### config.mk
export PLATFORM = sky130hd
export DESIGN_NAME = ks_scrambler
export DESIGN_NICKNAME = d
export VERILOG_FILES = /design/src/rtl/ks_pkg.sv /design/src/rtl/ks_keygen.sv /design/src/rtl/ks_mix.sv /design/src/rtl/ks_scrambler.sv
export SDC_FILE = /design/constraint.sdc
export NUM_CORES = 1
export LEC_CHECK = 0
export BUFFER_PORTS_ARGS = -buffer_cell sky130_fd_sc_hd__buf_2
export CAP_MARGIN = 25
export CORE_MARGIN = 1.5
export CORE_UTILIZATION = 35
export DETAILED_ROUTE_END_ITERATION = 16
export PLACE_DENSITY_LB_ADDON = 0.3
export REMOVE_ABC_BUFFERS = 1
export SYNTH_ARGS = -nofsm -noshare
export SYNTH_HDL_FRONTEND = slang
export SYNTH_SLANG_ARGS = --single-unit
### constraint.sdc
create_clock -name clk -period 0.9 [get_ports clk]
set_clock_uncertainty 0.1 [all_clocks]
set_input_delay 0.045 -clock clk [delete_from_list [all_inputs] [get_ports clk]]
set_output_delay 0.045 -clock clk [all_outputs]
set_load 0.005 [all_outputs]
### src/rtl/ks_pkg.sv
package ks_pkg;
    localparam int unsigned KS_W = 8;
    localparam logic [KS_W-1:0] KS_TAPS = 8'hB8;   // Q7, Q5, Q4, Q3
    localparam logic [KS_W-1:0] KS_SAFE = 8'h01;   // reset and zero-seed value

    typedef enum logic {
        SLOT_EMPTY = 1'b0,
        SLOT_FULL  = 1'b1
    } slot_e;
endpackage

### src/rtl/ks_keygen.sv
module ks_keygen #(
    parameter int unsigned       W    = ks_pkg::KS_W,
    parameter logic [W-1:0]      TAPS = ks_pkg::KS_TAPS,
    parameter logic [W-1:0]      SAFE = ks_pkg::KS_SAFE
) (
    input  logic         clk,
    input  logic         rst,
    input  logic         load,
    input  logic [W-1:0] seed,
    input  logic         adv,
    output logic [W-1:0] q,
    output logic         key_bit
);
    logic [W-1:0] seed_fix;
    logic [W-1:0] q_next;
    logic         fb;

    always_comb begin
        seed_fix = (seed == '0) ? SAFE : seed;
        fb       = ^(q & TAPS);
        q_next   = {q[W-2:0], fb};
    end

    always_ff @(posedge clk) begin
        if (rst)       q <= SAFE;
        else if (load) q <= seed_fix;
        else if (adv)  q <= q_next;
    end

    assign key_bit = q[W-1];

    p_nonzero_r9: assert property (@(posedge clk) disable iff (rst) q != '0);
    p_load_r2: assert property (@(posedge clk) disable iff (rst)
        (load && seed != '0) |=> q == $past(seed));
    p_zero_seed_r3: assert property (@(posedge clk) disable iff (rst)
        (load && seed == '0) |=> q == SAFE);
    p_hold_r5: assert property (@(posedge clk) disable iff (rst)
        (!load && !adv) |=> $stable(q));
    p_shift_r4: assert property (@(posedge clk) disable iff (rst)
        (!load && adv) |=> q[W-1:1] == $past(q[W-2:0]));
endmodule

### src/rtl/ks_mix.sv
module ks_mix
    import ks_pkg::*;
(
    input  logic clk,
    input  logic rst,
    input  logic in_valid,
    input  logic in_bit,
    input  logic key_bit,
    output logic out_valid,
    output logic out_bit
);
    slot_e slot_q, slot_d;

    always_ff @(posedge clk) begin
        if (rst) slot_q <= SLOT_EMPTY;
        else     slot_q <= slot_d;
    end

    always_comb begin
        slot_d = slot_q;
        unique case (slot_q)
            SLOT_EMPTY: slot_d = in_valid ? SLOT_FULL : SLOT_EMPTY;  // accept
            SLOT_FULL:  slot_d = in_valid ? SLOT_FULL : SLOT_EMPTY;  // stream / drain
            default:    slot_d = SLOT_EMPTY;
        endcase
    end

    always_ff @(posedge clk) begin
        if (rst)           out_bit <= 1'b0;
        else if (in_valid) out_bit <= in_bit ^ key_bit;
    end

    assign out_valid = (slot_q == SLOT_FULL);

    p_rst_idle_r1: assert property (@(posedge clk) rst |=> !out_valid);
    p_valid_follows_r6: assert property (@(posedge clk) disable iff (rst)
        in_valid |=> out_valid);
    p_valid_drops_r6: assert property (@(posedge clk) disable iff (rst)
        !in_valid |=> !out_valid);
endmodule

### src/rtl/ks_scrambler.sv
module ks_scrambler #(
    parameter int unsigned W = ks_pkg::KS_W
) (
    input  logic         clk,
    input  logic         rst,
    input  logic         seed_load,
    input  logic [W-1:0] seed_val,
    input  logic         in_valid,
    input  logic         in_bit,
    output logic         out_valid,
    output logic         out_bit,
    output logic [W-1:0] gen_state
);
    logic key_bit;

    ks_keygen #(.W(W)) u_keygen (
        .clk     (clk),
        .rst     (rst),
        .load    (seed_load),
        .seed    (seed_val),
        .adv     (in_valid),
        .q       (gen_state),
        .key_bit (key_bit)
    );

    ks_mix u_mix (
        .clk       (clk),
        .rst       (rst),
        .in_valid  (in_valid),
        .in_bit    (in_bit),
        .key_bit   (key_bit),
        .out_valid (out_valid),
        .out_bit   (out_bit)
    );

    p_msb_key_r10: assert property (@(posedge clk) disable iff (rst)
        in_valid |=> out_bit == ($past(in_bit) ^ $past(gen_state[W-1])));
endmodule

# --- Word-level counts from Yosys, hierarchy flattened ---
# Index checks and enable logic that the tools add are counted.
op_classes:
  muxes: 4
  reduce_logical: 3
  bitwise_logic: 1
ops:
  columns: ["op", "count"]
  rows:
  - ["2-to-1 mux 8 bit", 3]
  - ["logical NOT 8 bit", 1]
  - ["parity 8 bit", 1]
  - ["nonzero test 2 bit", 1]
  - ["2-to-1 mux 1 bit", 1]
  - ["XOR 1 bit", 1]
totals:
  inputBits: 13
  word_cells: 11
  out_inout_bits: 10
  register_bits: 10

# --- Logic depth before layout (Yosys ltp) ---
# Gate-level depths: netlist of run 1.
logic_depth:
  word_depth: 3
  ltp_mapped: 4
  mapped_depth_nobuf: 3

# --- By module ---
# A second synthesis of run 1 with hierarchy kept.
hier_totals:
  cells_unflattened: 51
  area_unflattened_um2: 519.2
by_module_without_submodules:
  columns: ["module", "area_each_um2", "instances", "cells_per_inst"]
  rows:
  - ["ks_keygen", 447.9, 1, 45]
  - ["ks_mix", 71.3, 1, 6]

# --- Worst setup path before layout of run 1 ---
# Ideal clock, no wire load.
synth_timing:
  kind: "reg2reg"
  start: "register u_keygen.q[5] (netlist name)"
  end: "register u_keygen.q[5]"
  setup_ns: 0.128
  t_arrival_ns: 0.741
  synth_period_minus_slack_ns: 0.968
  path_slack_ns: -0.068
  stages_incl_launch_ff: 4
  t_required_ns: 0.672
  path_buffers: 0
  path_cell_list: "dfxtp_1 -> mux2_4 -> mux2i_1 -> nor2_1"
synth_rtl:
  columns: ["item", "line_no", "source"]
  rows:
  - ["end signal, assigned", "ks_keygen.sv:26", "else if (load) q <= seed_fix;"]
  - ["end signal, assigned", "ks_keygen.sv:27", "else if (adv) q <= q_next;"]
  - ["end, declared", "ks_keygen.sv:11", "output logic [W-1:0] q,"]

# --- Worst setup path in the final report of run 1 ---
layout_timing:
  start: "register u_keygen.q[5]"
  end: "register u_keygen.q[0]"
layout_between:
  elab_chain_cells: 3
layout_rtl:
  columns: ["item", "line_no", "source"]
  rows:
  - ["parity 8 bit", "ks_keygen.sv:20", "fb = ^(q & TAPS);"]
  - ["2-to-1 mux 8 bit", "ks_keygen.sv:27", null]
  - ["2-to-1 mux 8 bit", "ks_keygen.sv:26", null]
# No other way between the ends. The select of a mux whose other input is x is not followed.
# A chain may end at the register's enable or synchronous reset.

==> results of run 1 <==
layer usage:
layer | GRT usage, % | part of all wire (%) | vias up
met4 | 11.6 | 2.1 | 0
met2 | 28.4 | 48 | 16
met3 | 1.74 | 4.2 | 4
met1 | 20.3 | 45 | 227
met5 | 0 | 0 | -
li1 | - | - | 252
sequential cells by signal, summed over array words and instances, names as in the netlist:
name,cells
u_keygen.q,8
u_mix.out_bit,1
u_mix.out_valid,1
final cells by class:
| cell class | count | area (um2) | share of cell area (%) |
|---|---|---|---|
| tap | 15 | 18.8 | 2.18 |
| clock buffer | 4 | 36.3 | 4.22 |
| multi-input combinational | 37 | 318 | 37.0 |
| sequential | 10 | 214 | 24.9 |
| timing repair buffer | 38 | 273 | 31.7 |
worst max-delay path: cells and delay by family, from the launching register on:
| family | cells | cell delay, ns |
|---|---|---|
| AO/OA/AOI/OAI | 1 | 0.08 |
| XOR/XNOR | 2 | 0.36 |
| flip-flops | 1 | 0.36 |
how the worst min path moves through the flow:
stage / from / endpoint / slack, ns / cells past startpoint
global placement: seed_val[6] / u_keygen.q[6] / 0.20 / 3
detailed placement: seed_val[6] / u_keygen.q[6] / 0.21 / 3
floorplan: rst / u_mix.out_valid / 0.02 / 1
CTS: in_bit / u_mix.out_bit / -0.04 / 3
global route: rst / u_keygen.q[5] / -0.02 / 2
finish: in_bit / u_mix.out_bit / -0.04 / 3
logic make-up (layout without fill, tap and decap cells):
group / Yosys count / after routing
simple gates: 16 / 16
mux: 13 / 13
flops: 10 / 10
compound gates: 4 / 4
xor+xnor: 4 / 4
buf+inv: 4 / 42
stage by stage:
step | std cells | util (%) | setup slack (ns) | power [uW] | TNS (ns)
final | 104 | 63.7 | -0.115 | 1230 | -0.875
after global routing | 104 | 63.7 | -0.218 | 1310 | -1.51
after CTS | 103 | 60.9 | -0.0973 | 1210 | -0.765
after detailed placement | 94 | 51.9 | -0.113 | 760 | -0.793
after global placement | 94 | 51.9 | -0.114 | 757 | -0.770
after floorplan | 47 | - | -0.0777 | 626 | -0.336
repair_timing:
action / CTS / global route
gates resized for setup: 12 / 9
setup endpoints to repair: 15 / 18
pin swaps: 4 / 2
hold endpoints to repair: 9 / 7
setup buffers: 0 / 1
Yosys cell counts:
cell / n / area, um2
and2b_1: 1 / 7.51
nor3_1: 2 / 10.0
nor3b_2: 1 / 12.5
nor4_1: 1 / 6.26
buf_6: 1 / 11.3
a22oi_1: 1 / 7.51
clkbuf_1: 1 / 3.75
xnor2_1: 2 / 17.5
mux2_2: 4 / 45.0
dfxtp_1: 10 / 200
a31oi_1: 1 / 6.26
nor2b_1: 2 / 12.5
a211oi_1: 2 / 15.0
buf_4: 2 / 15.0
nor2_1: 9 / 33.8
xor2_1: 2 / 17.5
mux2_4: 3 / 45.0
mux2i_1: 6 / 60.1
power by group:
group          internal [uW]  switching, uW  total, uW
clock network            246            164        410
registers                482           31.3        514
logic                    194            114        307
total                    922            309       1230
==> impl_metrics.env, run 1 <==
export IMPL_setup_viol=11
export IMPL_setup_ws_ns=-0.115
export IMPL_core_area_mm2=0.00135
export IMPL_via_per_inst=4.80
export IMPL_criticalPathCategory="reg2reg"
export IMPL_startpoint="u_keygen.q[5]"
export IMPL_grt_start_max_net_pins=12
export IMPL_io_buffer_count=22
export IMPL_hp_class="in2reg"
export IMPL_wl_mm=1.36
export IMPL_end_kind="flip-flop"
export IMPL_failed_checks="hold timing, setup timing"
export IMPL_fp_dieW_um=41.8
export IMPL_final_hold_viol_count=9
export IMPL_finish_instance_area_um2=860
export IMPL_syn2layout_area_growth_pct=63.2
export IMPL_cts_root_buf="clkbuf_4"
export IMPL_critPathRequiredTime_ns=0.95
export IMPL_path_clk_slew_ns=0.07
export IMPL_regToRegSetupSlack_ns=-0.11
export IMPL_cp_slowest_stage_delay_ns=0.36
export IMPL_path_cells="xor2_1 -> xnor2_1 -> a22oi_1"
export IMPL_ant_nets=0
export IMPL_placementRows=13
export IMPL_drtIter0Drc=3
export IMPL_grt_pass1_wl_mm=2.24
export IMPL_irDropWorstVdd_mv=0.772
export IMPL_rsz0062_at_grt="true"
export IMPL_post_route_cells_drive_above_1_share_pct=62.9
export IMPL_r2r_end="u_keygen.q[0]"
export IMPL_first_pass_iters=3
export IMPL_synth_simple_area_share_pct=15.7
export IMPL_synth_seq_area_share_pct=38.0
export IMPL_synth_mux_area_share_pct=28.5
export IMPL_finalHoldWorstSlack_ns=-0.0368
export IMPL_final_common_cell="buf_2"
export IMPL_ctsHoldBuffers=5
export IMPL_synthAdderAreaFrac_pct=0
export IMPL_r2r_cells=3
export IMPL_numCtsBuffers=3
export IMPL_cts_tree="done"
export IMPL_synth_compound_area_share_pct=5.46
export IMPL_status="finished with violations"
export IMPL_period_needed_ns=1.01
export IMPL_p_leak_uw=0.000427
export IMPL_synth_xor_area_share_pct=6.65
export IMPL_finalCritPeriodShare_pct=113
export IMPL_io_pins=23
export IMPL_maxCapViolCount=0
export IMPL_drv_slew=0
export IMPL_clock_latency_ns=0.27
export IMPL_cp_arrival_ns=1.07
export IMPL_grt_overflow=0
export IMPL_start_kind="flip-flop"
export IMPL_dr_total_vias=499
export IMPL_yosys_warnings=0
export IMPL_num_fill_cells=122
export IMPL_nNetsFinal=103
export IMPL_synthDistinctLibCells=18
export IMPL_die_y_um=41.8
export IMPL_synth_top_family_by_area="multiplexers"
export IMPL_fmax_mhz=985
export IMPL_syn_area_um2=527
export IMPL_gp_congestion=0.702
export IMPL_antenna_cells=0
export IMPL_final_cell_mix="buf_2, nor2_1, buf_4, dfxtp_2"
export IMPL_reg2reg_from="u_keygen.q[5]"
export IMPL_relSlewSlack_pct=76.7
export IMPL_start_util_pct=39.0
export IMPL_dieArea_mm2=0.00175
export IMPL_cp_max_fo=4
export IMPL_worst_pin_slew_ns=0.346
export IMPL_ys_ff_latch=10
export IMPL_first_global_vias=486
export IMPL_crit_end="u_keygen.q[0]"
export IMPL_h_tree_depth=1
export IMPL_grt_antenna_before_repair=0
export IMPL_drc_errors=0
export IMPL_syn_avg_cell_area_um2=10.3
export IMPL_grt_usage_pct=17.0
export IMPL_cts_path_max_buffers=2
export IMPL_dpl_instance_area_um2=701
export IMPL_cp_slowest_cell="dfxtp_2"
export IMPL_cts_sinks=10
export IMPL_pwr_density_cell_mw_per_mm2=1430
export IMPL_synth_cells=51
export IMPL_wl_per_cell_um=13.1
No activity file was read; power rests on OpenSTA's default activity.
==> run 2: changes to the inputs <==
--- a/config.mk
+++ b/config.mk
@@ -7,7 +7,7 @@
 export LEC_CHECK = 0
 export BUFFER_PORTS_ARGS = -buffer_cell sky130_fd_sc_hd__buf_2
 export CAP_MARGIN = 25
-export CORE_MARGIN = 1.5
+export CORE_MARGIN = 4
 export CORE_UTILIZATION = 35
 export DETAILED_ROUTE_END_ITERATION = 16
 export PLACE_DENSITY_LB_ADDON = 0.3
==> run 2 against run 1 <==
- critical path depth stayed put
- flip-flop and latch count unchanged
- highest routed layer unchanged
- critical endpoint is now u_keygen.q[6]
- global-route usage fell by 3.6 points
- final area is 0.29% higher
- cell count is the same
- count of clock-buffer cells in the layout stayed put
- the run still ends with hold timing, setup timing left
- clock power is 1% lower
- total power down 0.37%
==> impl_metrics.env, run 2 (synthesis gave the netlist of run 1 again) <==
export IMPL_path_clk_slew_ns=0.07
export IMPL_core_area_mm2=0.00137
export IMPL_die_y_um=46.8
export IMPL_setup_ws_ns=-0.103
export IMPL_grt_overflow=0
export IMPL_h_tree_depth=1
export IMPL_fmax_mhz=997
export IMPL_p_total_uw=1230
export IMPL_r2r_cells=3
export IMPL_pwr_density_cell_mw_per_mm2=1420
export IMPL_post_cts_buffers=0
export IMPL_reg2reg_from="u_keygen.q[6]"
export IMPL_grt_antenna_before_repair=0
export IMPL_grt_pass1_wl_mm=2.06
export IMPL_failed_checks="hold timing, setup timing"
export IMPL_finalHoldWorstSlack_ns=-0.0318
export IMPL_end_kind="flip-flop"
export IMPL_cp_slowest_cell="dfxtp_2"
export IMPL_dr_total_vias=489
export IMPL_fp_dieW_um=46.8
export IMPL_num_fill_cells=125
export IMPL_syn2layout_area_growth_pct=63.7
export IMPL_clock_latency_ns=0.26
export IMPL_finalCritPeriodShare_pct=111
export IMPL_min_path_cells=3
export IMPL_cts_sinks=10
export IMPL_ant_nets=0
export IMPL_dpl_cell_count=94
export IMPL_regMostFlops="u_keygen.q"
export IMPL_post_dp_hpwl_um=895
export IMPL_first_pass_iters=2
export IMPL_numCtsBuffers=3
export IMPL_relSlewSlack_pct=75.9
export IMPL_first_global_vias=474
export IMPL_maxCapViolCount=0
export IMPL_io_pins=23
export IMPL_min_to="u_mix.out_bit"
export IMPL_cp_max_fo=3
export IMPL_setup_viol=13
export IMPL_antenna_cells=0
export IMPL_post_route_cells_drive_above_1_share_pct=58.4
export IMPL_placementRows=13
export IMPL_r2r_end="u_keygen.q[6]"
export IMPL_drv_slew=0
export IMPL_p_leak_uw=0.000426
export IMPL_drc_errors=0
export IMPL_place_ws_ns=-0.152
export IMPL_largest_reg_flops=8
export IMPL_stdcell_count=104
export IMPL_status="finished with violations"
export IMPL_wl_per_cell_um=12.2
export IMPL_critPathRequiredTime_ns=0.95
export IMPL_via_per_inst=4.70
export IMPL_grt_start_max_net_pins=13
export IMPL_path_cells="mux2_4 -> mux2i_1 -> nor2_1"
export IMPL_cp_arrival_ns=1.05
export IMPL_wl_mm=1.27
export IMPL_grt_usage_pct=13.5
export IMPL_path_buf_inv=0
export IMPL_nNetsFinal=103
export IMPL_critPathTopFamily="multiplexers"
export IMPL_gp_congestion=0.677
export IMPL_final_hold_viol_count=4
export IMPL_hp_class="in2reg"
export IMPL_irDropWorstVdd_mv=0.872
export IMPL_final_common_cell="buf_2"
export IMPL_dieArea_mm2=0.00219
export IMPL_start_util_pct=38.6
export IMPL_criticalPathCategory="reg2reg"
export IMPL_drtIter0Drc=3
export IMPL_period_needed_ns=1.00
export IMPL_fin_util_pct=63.1
export IMPL_worstHoldStart="in_bit"
export IMPL_cts_path_max_buffers=2
export IMPL_cts_tree="done"
export IMPL_cts_root_buf="clkbuf_4"
export IMPL_worst_pin_slew_ns=0.358
export IMPL_finalSetupTns_ns=-0.835
export IMPL_final_cell_mix="buf_2, nor2_1, buf_6, dfxtp_2"
export IMPL_start_kind="flip-flop"
export IMPL_regToRegSetupSlack_ns=-0.10
export IMPL_cp_slowest_stage_delay_ns=0.34
export IMPL_io_buffer_count=22
export IMPL_rsz0062_at_grt="true"
-- run 2: changes by cell type in the layout (fill, tap and decap cells not counted), sizes merged --
cell / previous run / this run
dlygate4sd3: 5 / 6
buf: 33 / 31
clkbuf: 4 / 5
-- run 2: worst max path at each step --
stage	depth (start not counted)	startpoint	slack [ns]	to
global placement	4	in_valid	-0.14	u_keygen.q[1]
CTS	3	u_keygen.q[5]	-0.1	u_keygen.q[0]
finish	3	u_keygen.q[6]	-0.10	u_keygen.q[6]
floorplan	3	u_keygen.q[7]	-0.08	u_keygen.q[0]
global route	3	u_keygen.q[5]	-0.15	u_keygen.q[0]
detailed placement	4	in_valid	-0.15	u_keygen.q[1]
-- run 2: layer usage --
layer	global-route usage, %	routed length (um)	up-vias
met5	0	0	-
met2	20.3	582	14
met1	16.9	566	218
met3	4.98	106	2
met4	6.63	12	0
li1	-	-	255
-- run 2: per-stage QoR --
stage	hold WS, ns	area (um2)
detailed placement	0.210	701
floorplan	0.0166	497
CTS	-0.0279	836
global route	-0.0397	862
finish	-0.0318	862
global placement	0.199	701
-- run 2: where the power goes --
group | leakage [uW] | total [uW] | switching [uW] | internal, uW
logic | 0.000320 | 308 | 109 | 199
registers | 0.0000854 | 512 | 30.8 | 481
clock network | 0.0000210 | 406 | 161 | 245
total | 0.000426 | 1230 | 300 | 926
-- run 2: worst register-to-register path, cell delays in order, from the launching register on --
cell and delay, ns:
dfxtp_2 0.34, mux2_4 0.27, mux2i_1 0.13, nor2_1 0.06
-- run 2: cell type report --
class,instances,area (um2),share of cell area [%]
repair buffers,38,288,33.4
clock buffers,4,36.3,4.21
flip-flops and latches,10,213,24.7
well taps,15,18.8,2.18
multi-input cells,37,307,35.6
-- run 2: repair_timing --
action                                  4_1_cts  5_1_grt
hold endpoints to repair                      9        2
pin swaps                                     2        1
hold buffers                                  5        1
endpoints found under the setup margin       16       18
resized for setup                            15        5
==> run 3: changes to the inputs <==
--- a/config.mk
+++ b/config.mk
@@ -5,12 +5,12 @@
 export SDC_FILE = /design/constraint.sdc
 export NUM_CORES = 1
 export LEC_CHECK = 0
-export BUFFER_PORTS_ARGS = -buffer_cell sky130_fd_sc_hd__buf_2
 export CAP_MARGIN = 25
 export CORE_MARGIN = 4
 export CORE_UTILIZATION = 35
 export DETAILED_ROUTE_END_ITERATION = 16
-export PLACE_DENSITY_LB_ADDON = 0.3
+export DONT_BUFFER_PORTS = 1
+export PLACE_DENSITY = 0.62
 export REMOVE_ABC_BUFFERS = 1
 export SYNTH_ARGS = -nofsm -noshare
 export SYNTH_HDL_FRONTEND = slang
==> run 3 against run 2 <==
- the flow still finishes with violations (hold timing, setup timing)
- critical path depth unchanged
- count of clock-buffer cells in the layout is 1 lower
- critical endpoint unchanged
- largest cell class unchanged
- non-clock buffer count down 25
- critical path type unchanged
- sequential share of layout area increased by 5.4 points
- global-route usage is 0.82 points lower
- combinational power shrank 31%
- final area shrank 18%
- sequential power rose by 0.8%
==> impl_metrics.env, run 3 (synthesis gave the netlist of run 1 again) <==
export IMPL_placementRows=13
export IMPL_syn2layout_area_growth_pct=33.5
export IMPL_worst_pin_slew_ns=0.325
export IMPL_cp_max_fo=4
export IMPL_drv_slew=0
export IMPL_failed_checks="hold timing, setup timing"
export IMPL_finalCritPeriodShare_pct=113
export IMPL_power_switching_uw=235
export IMPL_wl_mm=1.17
export IMPL_rsz0062_at_grt="true"
export IMPL_period_needed_ns=1.01
export IMPL_power_frac_clock_pct=28.8
export IMPL_pwr_density_cell_mw_per_mm2=1460
export IMPL_drtIter0Drc=3
export IMPL_antenna_cells=0
export IMPL_irDropWorstVdd_mv=0.557
export IMPL_finalSetupTns_ns=-0.904
export IMPL_final_common_cell="nor2_1"
export IMPL_end_kind="flip-flop"
export IMPL_sw_frac_of_total_pct=22.9
export IMPL_cp_slowest_stage_delay_ns=0.36
export IMPL_wl_per_cell_um=15.0
export IMPL_grt_overflow=0
export IMPL_relSlewSlack_pct=78.1
export IMPL_critPathTopFamily="multiplexers"
export IMPL_core_area_mm2=0.00137
export IMPL_first_global_vias=423
export IMPL_cts_root_buf="clkbuf_4"
export IMPL_start_util_pct=38.6
export IMPL_num_fill_cells=127
export IMPL_setup_viol=14
export IMPL_criticalPathCategory="reg2reg"
export IMPL_p_total_uw=1020
export IMPL_final_cell_mix="nor2_1, buf_6, mux2i_1, dfxtp_2, buf_4"
export IMPL_cts_path_max_buffers=2
export IMPL_cts_tree="done"
export IMPL_dr_total_vias=401
export IMPL_ant_nets=0
export IMPL_numCtsBuffers=3
export IMPL_maxCapViolCount=0
export IMPL_combPwrFrac_pct=20.9
export IMPL_multi_input_area_um2=324
export IMPL_ctsHoldBuffers=1
export IMPL_seqCellArea_um2=211
export IMPL_nNetsFinal=78
export IMPL_hp_class="in2reg"
export IMPL_grt_pass1_wl_mm=1.81
export IMPL_gp_congestion=0.790
export IMPL_path_cells="mux2_4 -> mux2i_1 -> nor2_1"
export IMPL_fp_dieW_um=46.8
export IMPL_grt_usage_pct=12.7
export IMPL_p_int_uw=790
export IMPL_p_leak_uw=0.000310
export IMPL_fmax_mhz=986
export IMPL_cts_sinks=10
export IMPL_post_route_cells_drive_above_1_share_pct=54.0
export IMPL_path_clk_slew_ns=0.06
export IMPL_worstHoldStart="rst"
export IMPL_io_pins=23
export IMPL_start_kind="flip-flop"
export IMPL_min_to="u_keygen.q[5]"
export IMPL_largest_reg_flops=8
export IMPL_setup_ws_ns=-0.114
export IMPL_p_seq_share_pct=50.3
export IMPL_cp_slowest_cell="dfxtp_4"
export IMPL_drc_errors=0
export IMPL_grt_antenna_before_repair=0
export IMPL_grt_start_max_net_pins=14
export IMPL_status="finished with violations"
export IMPL_r2r_end="u_keygen.q[6]"
export IMPL_regMostFlops="u_keygen.q"
export IMPL_place_ws_ns=-0.118
export IMPL_final_hold_viol_count=9
export IMPL_critPathRequiredTime_ns=0.95
export IMPL_min_path_cells=1
export IMPL_r2r_cells=3
export IMPL_cp_arrival_ns=1.06
export IMPL_via_per_inst=5.14
export IMPL_first_pass_iters=2
export IMPL_h_tree_depth=1
export IMPL_clock_latency_ns=0.26
export IMPL_dieArea_mm2=0.00219
export IMPL_reg2reg_from="u_keygen.q[5]"
export IMPL_die_y_um=46.8
export IMPL_path_buf_inv=0
export IMPL_finalHoldWorstSlack_ns=-0.263
export IMPL_regToRegSetupSlack_ns=-0.11
export IMPL_io_buffer_count=0
[run 3: power by group through the flow]
stage / combinational, uW / sequential [uW] / clock, uW
floorplan: 112 / 514 / 0
global placement: 178 / 513 / 0
detailed placement: 181 / 515 / 0
CTS: 198 / 510 / 313
global route: 231 / 523 / 339
finish: 214 / 516 / 295
[run 3: metrics by stage]
stage / instance area (um2) / cells / utilization [%]
6_report: 703 / 78 / 51.5
5_1_grt: 703 / 78 / 51.5
4_1_cts: 664 / 77 / 48.6
3_5_place_dp: 598 / 73 / 43.8
3_3_place_gp: 598 / 73 / 43.8
2_1_floorplan: 497 / 47 / -
[run 3: layer usage]
layer | routed length [um] | part of all wire (%) | GRT usage [%]
met1 | 475 | 41 | 13.3
met2 | 511 | 44 | 18.7
met3 | 160 | 14 | 9.20
met4 | 22 | 1.9 | 6.63
met5 | 0 | 0 | 0
[run 3: how the worst max path moves through the flow]
| stage | start | endpoint | slack [ns] | cells past startpoint |
|---|---|---|---|---|
| after floorplan | u_keygen.q[7] | u_keygen.q[0] | -0.08 | 3 |
| final | u_keygen.q[5] | u_keygen.q[6] | -0.11 | 3 |
| after global routing | u_keygen.q[5] | u_keygen.q[6] | -0.15 | 3 |
| after global placement | u_keygen.q[5] | u_keygen.q[0] | -0.12 | 3 |
| after detailed placement | u_keygen.q[5] | u_keygen.q[0] | -0.12 | 3 |
| after CTS | u_keygen.q[3] | u_keygen.q[3] | -0.09 | 3 |
[run 3: repair_timing]
| action | in CTS | in global routing |
|---|---|---|
| gates resized for setup | 12 | 8 |
| setup endpoints to repair | 15 | 17 |
| pin swaps | 4 | 2 |
| hold endpoints to repair | 10 | 9 |
| setup buffers | 0 | 1 |
[run 3: area by class of cell]
type                    count  area share [%]
multi-input cells          37            46.1
clock buffers               3            3.20
flip-flops and latches     10            30.1
well taps                  15            2.67
repair buffers             13            18.0
